File: src/rtl/ncs_pkg.sv
package ncs_pkg;
  localparam int unsigned NLISTS  = 2;
  localparam int unsigned RATIO_W = 2;
  localparam int unsigned OVR_W   = 2;

  typedef enum logic {
    SEL_CTL = 1'b0,
    SEL_BLK = 1'b1
  } list_sel_e;
endpackage

File: src/rtl/ncs_list_state.sv
module ncs_list_state (
  input  logic clk_i,
  input  logic rst_ni,
  input  logic frame_i,
  input  logic en_i,
  input  logic set_i,
  input  logic clr_i,
  input  logic ptr_zero_i,
  output logic rdy_o,
  output logic fill_o
);
  logic en_q, fill_q;

  always_ff @(posedge clk_i or negedge rst_ni) begin
    if (!rst_ni) begin
      en_q   <= 1'b0;
      fill_q <= 1'b0;
    end else begin
      if (frame_i) en_q <= en_i;
      // a new software set outranks the hardware clear
      if (set_i)      fill_q <= 1'b1;
      else if (clr_i) fill_q <= 1'b0;
    end
  end

  assign rdy_o  = en_q && (!ptr_zero_i || fill_q);
  assign fill_o = fill_q;
endmodule

File: src/rtl/ncs_ratio_ctr.sv
module ncs_ratio_ctr #(
  parameter int unsigned RATIO_W = 2
) (
  input  logic               clk_i,
  input  logic               rst_ni,
  input  logic               frame_i,
  input  logic               ctl_done_i,
  input  logic               blk_done_i,
  input  logic [RATIO_W-1:0] ratio_i,
  output logic               bulk_due_o
);
  localparam int unsigned CNT_W = RATIO_W + 1;
  localparam logic [CNT_W-1:0] CNT_MAX = CNT_W'(1 << RATIO_W);

  logic [CNT_W-1:0] cnt_q;

  always_ff @(posedge clk_i or negedge rst_ni) begin
    if (!rst_ni)                            cnt_q <= '0;
    else if (frame_i || blk_done_i)         cnt_q <= '0;
    else if (ctl_done_i && cnt_q != CNT_MAX) cnt_q <= cnt_q + 1'b1;
  end

  assign bulk_due_o = cnt_q > {1'b0, ratio_i};
endmodule

File: src/rtl/ncs_wrap_ctr.sv
module ncs_wrap_ctr #(
  parameter int unsigned W = 2
) (
  input  logic         clk_i,
  input  logic         rst_ni,
  input  logic         inc_i,
  output logic [W-1:0] cnt_o,
  output logic         pulse_o
);
  logic [W-1:0] cnt_q;
  logic         pulse_q;

  always_ff @(posedge clk_i or negedge rst_ni) begin
    if (!rst_ni) begin
      cnt_q   <= '0;
      pulse_q <= 1'b0;
    end else begin
      if (inc_i) cnt_q <= cnt_q + 1'b1;
      pulse_q <= inc_i;
    end
  end

  assign cnt_o   = cnt_q;
  assign pulse_o = pulse_q;
endmodule

File: src/rtl/ncs_sched.sv
module ncs_sched
  import ncs_pkg::*;
(
  input  logic               clk_i,
  input  logic               rst_ni,
  input  logic               frame_i,
  input  logic               ctl_en_i,
  input  logic               blk_en_i,
  input  logic [RATIO_W-1:0] ratio_i,
  input  logic               fill_wr_i,
  input  logic [NLISTS-1:0]  fill_wdata_i,
  input  logic               ctl_ptr_zero_i,
  input  logic               blk_ptr_zero_i,
  input  logic               done_i,
  input  logic               eol_i,
  input  logic               ovr_i,
  output logic               grant_vld_o,
  output logic               grant_blk_o,
  output logic               ctl_clr_o,
  output logic               blk_clr_o,
  output logic [OVR_W-1:0]   ovr_cnt_o,
  output logic               ovr_irq_o
);
  logic [NLISTS-1:0] en_vec, zero_vec, rdy, fill, start, clr_req;
  logic              grant_vld_q, bulk_due, arb, pick_blk, fin;
  list_sel_e         grant_sel_q;
  logic [NLISTS-1:0] clr_q;

  assign en_vec   = {blk_en_i, ctl_en_i};
  assign zero_vec = {blk_ptr_zero_i, ctl_ptr_zero_i};

  for (genvar i = 0; i < NLISTS; i++) begin : g_list
    ncs_list_state u_state (
      .clk_i      (clk_i),
      .rst_ni     (rst_ni),
      .frame_i    (frame_i),
      .en_i       (en_vec[i]),
      .set_i      (fill_wr_i && fill_wdata_i[i]),
      .clr_i      (clr_req[i]),
      .ptr_zero_i (zero_vec[i]),
      .rdy_o      (rdy[i]),
      .fill_o     (fill[i])
    );
    assign clr_req[i] = start[i] && fill[i];
  end

  assign arb      = !grant_vld_q && (|rdy);
  assign pick_blk = rdy[SEL_BLK] && (!rdy[SEL_CTL] || bulk_due);
  assign start[SEL_CTL] = arb && !pick_blk;
  assign start[SEL_BLK] = arb && pick_blk;
  assign fin      = grant_vld_q && done_i;

  ncs_ratio_ctr #(.RATIO_W(RATIO_W)) u_ratio (
    .clk_i      (clk_i),
    .rst_ni     (rst_ni),
    .frame_i    (frame_i),
    .ctl_done_i (fin && grant_sel_q == SEL_CTL),
    .blk_done_i (fin && grant_sel_q == SEL_BLK),
    .ratio_i    (ratio_i),
    .bulk_due_o (bulk_due)
  );

  always_ff @(posedge clk_i or negedge rst_ni) begin
    if (!rst_ni) begin
      grant_vld_q <= 1'b0;
      grant_sel_q <= SEL_CTL;
      clr_q       <= '0;
    end else begin
      clr_q <= clr_req;
      if (arb) begin
        grant_vld_q <= 1'b1;
        grant_sel_q <= pick_blk ? SEL_BLK : SEL_CTL;
      end else if (done_i || eol_i) begin
        grant_vld_q <= 1'b0;
      end
    end
  end

  ncs_wrap_ctr #(.W(OVR_W)) u_ovr (
    .clk_i   (clk_i),
    .rst_ni  (rst_ni),
    .inc_i   (ovr_i),
    .cnt_o   (ovr_cnt_o),
    .pulse_o (ovr_irq_o)
  );

  assign grant_vld_o = grant_vld_q;
  assign grant_blk_o = (grant_sel_q == SEL_BLK);
  assign ctl_clr_o   = clr_q[SEL_CTL];
  assign blk_clr_o   = clr_q[SEL_BLK];
endmodule

File: config.mk
export PLATFORM = sky130hd
export DESIGN_NAME = ncs_sched
export DESIGN_NICKNAME = d
export VERILOG_FILES = /design/src/rtl/ncs_pkg.sv /design/src/rtl/ncs_list_state.sv /design/src/rtl/ncs_ratio_ctr.sv /design/src/rtl/ncs_wrap_ctr.sv /design/src/rtl/ncs_sched.sv
export SDC_FILE = /design/constraint.sdc
export NUM_CORES = 1
export LEC_CHECK = 0
export BUFFER_PORTS_ARGS = -buffer_cell sky130_fd_sc_hd__buf_2
export CORE_MARGIN = 10
export CORE_UTILIZATION = 45
export DETAILED_ROUTE_END_ITERATION = 16
export PLACE_DENSITY_LB_ADDON = 0.3
export REMOVE_ABC_BUFFERS = 1
export SLEW_MARGIN = 25
export SYNTH_ARGS = -nofsm -noshare
export SYNTH_HDL_FRONTEND = slang
export SYNTH_HIERARCHICAL = 1
export SYNTH_SLANG_ARGS = --single-unit
File: constraint.sdc
create_clock -name clk_i -period 1.6 [get_ports clk_i]
set_input_delay 0.24 -clock clk_i [delete_from_list [all_inputs] [get_ports clk_i]]
set_output_delay 0.24 -clock clk_i [all_outputs]
set_load 0.01 [all_outputs]
==> Yosys cells after proc, flatten, opt, wreduce, memory -nomap -nowiden <==
Index checks and enable logic that the tools add are counted.
{ "word_totals": {"ff_bits": 14, "inputBits": 15} }
{ "op_classes": {"addsub": 2, "order_cmp": 1, "eq_ne": 1, "muxes": 9, "bitwise": 1, "reduce_logical": 29} }
{ "op_table": {"columns": ["cell", "count"], "rows": [
  ["$logic_and A1 B1 Y1", 14],
  ["$reduce_bool A2 Y1", 4],
  ["$mux W1", 7],
  ["$mux W3", 2],
  ["$logic_not A1 Y1", 5],
  ["$logic_or A1 B1 Y1", 5],
  ["$add A3 B1 Y3 const B", 1],
  ["$gt A3 B2 Y1", 1],
  ["$ne A3 B3 Y1 const B", 1],
  ["$add A2 B1 Y2 const B", 1],
  ["$reduce_or A2 Y1", 1],
  ["$not A1 Y1", 1]
]} }

==> Longest topological paths before layout <==
{ "depth": {"ltp_word": 11, "depth_mapped": 8, "ltp_nobuf": 8} }

==> Hierarchy <==
Netlist, hierarchy kept.
{ "modules_own_cells": {"columns": ["module", "n_inst", "cells_per_inst", "area_each_um2", "seq_area_each_um2"], "rows": [
  ["ncs_ratio_ctr", 1, 23, 235.2, 75.1],
  ["ncs_sched", 1, 18, 188.9, 100.1],
  ["ncs_list_state", 2, 6, 83.8, 50.0],
  ["ncs_wrap_ctr", 1, 6, 96.3, 75.1]
]} }

==> Worst setup path before layout <==
No wires, ideal clock.
{ "synth_path": {"path_type": "register -> register", "start": "register u_ratio.cnt_q[1]", "end": "register g_list[1].u_state.fill_q", "setup_ps": 78, "t_arrival_ps": 1382, "required_time_ps": 1522, "setup_slack_ps": 140, "stages_incl_launch_ff": 8, "path_buffers": 0, "period_less_slack_ps": 1460, "path_cell_list": "dfrtp_1 ha_1 nor2b_1 o21ai_0 nand2b_1 nand2b_1 and3_1 o21bai_1"} }
{ "synth_via": {"elab_chain_len": 6} }
{ "synth_rtl": {"columns": ["element", "line_no", "source"], "rows": [
  ["start, declared", "ncs_ratio_ctr.sv:15", "logic [CNT_W-1:0] cnt_q;"],
  ["start signal, assigned", "ncs_ratio_ctr.sv:20", "else if (ctl_done_i && cnt_q != CNT_MAX) cnt_q <= cnt_q + 1'b1;"],
  ["$gt A3 B2 Y1", "ncs_ratio_ctr.sv:23", "assign bulk_due_o = cnt_q > {1'b0, ratio_i};"],
  ["via bulk_due", "ncs_sched.sv:25", "logic grant_vld_q, bulk_due, arb, pick_blk, fin;"],
  ["$logic_or A1 B1 Y1", "ncs_sched.sv:48", "assign pick_blk = rdy[SEL_BLK] && (!rdy[SEL_CTL] || bulk_due);"],
  ["$logic_and A1 B1 Y1", "ncs_sched.sv:48", null],
  ["$logic_and A1 B1 Y1", "ncs_sched.sv:50", "assign start[SEL_BLK] = arb && pick_blk;"],
  ["$logic_and A1 B1 Y1", "ncs_sched.sv:44", "assign clr_req[i] = start[i] && fill[i];"],
  ["via clr_req[1]", "ncs_sched.sv:24", "logic [NLISTS-1:0] en_vec, zero_vec, rdy, fill, start, clr_req;"],
  ["$reduce_bool A2 Y1 (no source line)", null, null],
  ["end signal, assigned", "ncs_list_state.sv:17", "fill_q <= 1'b0;"],
  ["end signal, assigned", "ncs_list_state.sv:21", "if (set_i) fill_q <= 1'b1;"],
  ["end signal, assigned", "ncs_list_state.sv:22", "else if (clr_i) fill_q <= 1'b0;"],
  ["end, declared", "ncs_list_state.sv:12", "logic en_q, fill_q;"]
]} }
The timed path passes the listed nets, and every way through them passes these cells.
A chain may end at the register's enable or synchronous reset.

==> Final worst setup path <==
Ends and elaborated chain as after synthesis.

==> results.py <==
metrics = {
    "run_status": {
        "status": "finished clean",
    },
    "synth": {
        "ys_top_cells_by_count": "dfrtp_1 (14), inv_1 (5), nand2_1 (5)",
        "synth_top_area_share_pct": 50.9,
        "syn_inst": 59,
        "ys_async_sr_fraction_pct": 100,
        "ys_types": 24,
        "ys_warn_count": 6,
        "synth.ff_latch_count": 14,
        "yosysMostFrequentCell": "dfrtp_1",
        "ys_seq_area_share_pct": 50.9,
        "synthFlopType": "dfrtp_1",
        "syn-cell-area_sq_um": 688,
        "ys_top_cells_by_area": "dfrtp_1 (51%), ha_1 (7.3%), mux2_4 (4.4%), nor3_2 (2.9%), inv_1 (2.7%)",
        "avgSynthCellArea_sq_um": 11.7,
        "synth_edf_count": 0,
        "yosysTopAreaCell": "dfrtp_1",
    },
    "worst_setup_path": {
        "worstSetupStartpoint": "u_ratio/cnt_q[1]$_DFFE_PN0P_",
        "cp.required_ns": 1.80,
        "start_kind": "flip-flop",
        "rr_worst_depth": 7,
        "rrSetupSlack_ns": 0.12,
        "crit_path_end_kind": "flip-flop",
        "path_class": "reg -> reg",
        "critical_path.endpoint": "g_list[1].u_state/fill_o$_DFFE_PN0P_",
        "r2r_end": "g_list[1].u_state/fill_o$_DFFE_PN0P_",
        "path_max_fanout": 2,
        "cp.arrival_ns": 1.69,
        "reg2reg_from": "u_ratio/cnt_q[1]$_DFFE_PN0P_",
    },
    "sta": {
        "final.min_clock_period_ns": 1.48,
        "finalCritPeriodShare_pct": 92.7,
        "fin_skew_ns": 0.00371,
        "slew_headroom_pct": 74.2,
        "finalMaxSlewViolations": 0,
        "timing.fmax_ghz": 0.674,
        "grt_setup_unrepaired": "no",
        "hold_viol": 0,
        "finalSetupViolCount": 0,
        "worstMarginPinSlew_ns": 0.383,
        "whs_ns": 0.107,
        "fin_ws_ns": 0.117,
    },
    "finish": {
        "nFillCells": 137,
        "instances_no_fill": 102,
        "area.growth.synth_to_final_pct": 28.5,
        "register_area_sq_um": 350,
        "multi_input_area_sq_um": 337,
        "nNetsFinal": 106,
        "antenna_cells": 0,
        "layout-drive-gt1-share_pct": 43.0,
    },
    "clock_tree": {
        "cts_buffer_depth": 2,
        "clk_latency_ns": 0.27,
        "clock-sinks": 14,
        "clk_pin_slew_ns": 0.08,
        "cts_made_buffers": 3,
        "cts_tree": "built",
        "cts_max_level": 1,
        "cts-root-buf": "clkbuf_4",
    },
    "power": {
        "ir_drop_mv": 0.809,
        "cellLeakagePower_nw": 0.444,
        "power_density_mw_per_mm2": 1350,
    },
    "die": {
        "die_y_um": 59.1,
        "ios": 22,
        "start_util_pct": 46.8,
        "fp.coreArea_sq_mm": 0.00147,
        "fp.dieW_um": 59.1,
        "rows": 14,
        "dieArea_sq_mm": 0.00349,
    },
    "global_route": {
        "antenna_found_initial": 0,
        "grt_util_all_layers_pct": 8.38,
        "grt_overflow_total": 0,
        "grt_first_pass_wirelength_um": 2310,
        "grt_pass1_vias": 548,
        "grt_max_degree": 15,
    },
    "drt": {
        "wirelength_um": 1370,
        "ant_nets": 0,
        "wl_per_cell_um": 13.5,
        "firstDrtPassIters": 4,
        "post-route-drc-count": 0,
        "drt_iter0_drc": 5,
        "avgViaCountPerCell": 4.89,
        "via_count": 499,
    },
    "place": {
        "dp_cells": 96,
        "post-dp-hpwl_um": 1110,
        "io_buffer_count": 21,
        "gp_congestion": 0.698,
        "dp_slack_ns": -0.000568,
    },
    "run": {
        "maxCapViolCount": 0,
    },
    "hold_path": {
        "hold_path.class": "in -> reg",
        "hold_path_depth": 1,
    },
}
-- worst max-delay path: stages (launching register included) --
cell      delay [ns]
dfrtp_1         0.42
ha_4            0.22
nor2b_1         0.12
o21ai_1         0.13
nand2b_1        0.09
nand2b_1        0.14
and3_4          0.18
o21bai_1        0.11
-- registers in the layout, summed over array words and instances (netlist names) --
| signal | cells |
|---|---|
| clr_q | 2 |
| g_list.u_state/fill_o | 2 |
| u_ovr/pulse_o | 1 |
| g_list.u_state/en_q | 2 |
| grant_vld_o | 1 |
| grant_blk_o | 1 |
| u_ratio/cnt_q | 3 |
| u_ovr/cnt_o | 2 |
-- stage by stage --
stage                      TNS [ns]  util [%]  total power, mW  cell area [sq um]
final                             0      60.1             1.20                885
after global routing              0      60.1             1.29                885
after detailed placement  -0.000568      55.3            0.948                813
after CTS                         0      58.9             1.21                867
after floorplan                   0         -            0.793                688
after global placement            0      55.3            0.936                813
-- cell type report --
cell class / count / area share, %
Tap cell: 16 / 2.26
Timing Repair Buffer: 23 / 13.9
Inverter: 5 / 2.12
Clock buffer: 4 / 4.10
Sequential cell: 14 / 39.6
Multi-Input combinational cell: 40 / 38.0
-- cell families after synthesis --
group | Yosys count | share of synthesized area (%)
buffers and inverters | 5 | 2.73
muxes | 3 | 5.82
adders and majority gates | 4 | 7.27
and+or+nand+nor | 19 | 16.4
AOI/OAI and AO/OA | 11 | 13.1
xor gates and xnor gates | 3 | 3.82
DFF | 14 | 50.9
-- placed cells by master (no fill, tap or decap), types with 3 or more instances in the layout --
cell      count
clkbuf_4      3
nand2_1       5
dfrtp_1      14
ha_1          3
buf_2        21
inv_1         5
-- routing by layer --
metal / global-route usage [%] / wire length [um] / vias up
li1: - / - / 253
met1: 8.96 / 618 / 232
met2: 14.0 / 683 / 12
met4: 4.92 / 6 / 0
met5: 0 / 0 / -
met3: 2.79 / 65 / 2
-- report_power, final --
group / internal, mW / switching, mW
logic: 0.206 / 0.203
clock network: 0.138 / 0.110
registers: 0.459 / 0.0823
total: 0.803 / 0.395
-- worst min-delay path by stage --
stage | start | endpoint | slack (ns)
after floorplan | rst_ni | clr_q[0]$_DFF_PN0_ | -0.06
after global placement | rst_ni | g_list[0].u_state/fill_o$_DFFE_PN0P_ | 0.15
after detailed placement | rst_ni | g_list[0].u_state/fill_o$_DFFE_PN0P_ | 0.15
after CTS | ovr_i | u_ovr/pulse_o$_DFF_PN0_ | 0.09
after global routing | ovr_i | u_ovr/pulse_o$_DFF_PN0_ | 0.08
final | ovr_i | u_ovr/pulse_o$_DFF_PN0_ | 0.11
-- timing repair --
item	4_1_cts	5_1_grt
pin swaps	0	1
buffers inserted	1	0
hold buffers	1	0
gates resized for setup	0	3
setup endpoints to repair	1	2
hold endpoints to repair	14	0
No activity file was read; power rests on OpenSTA's default activity.
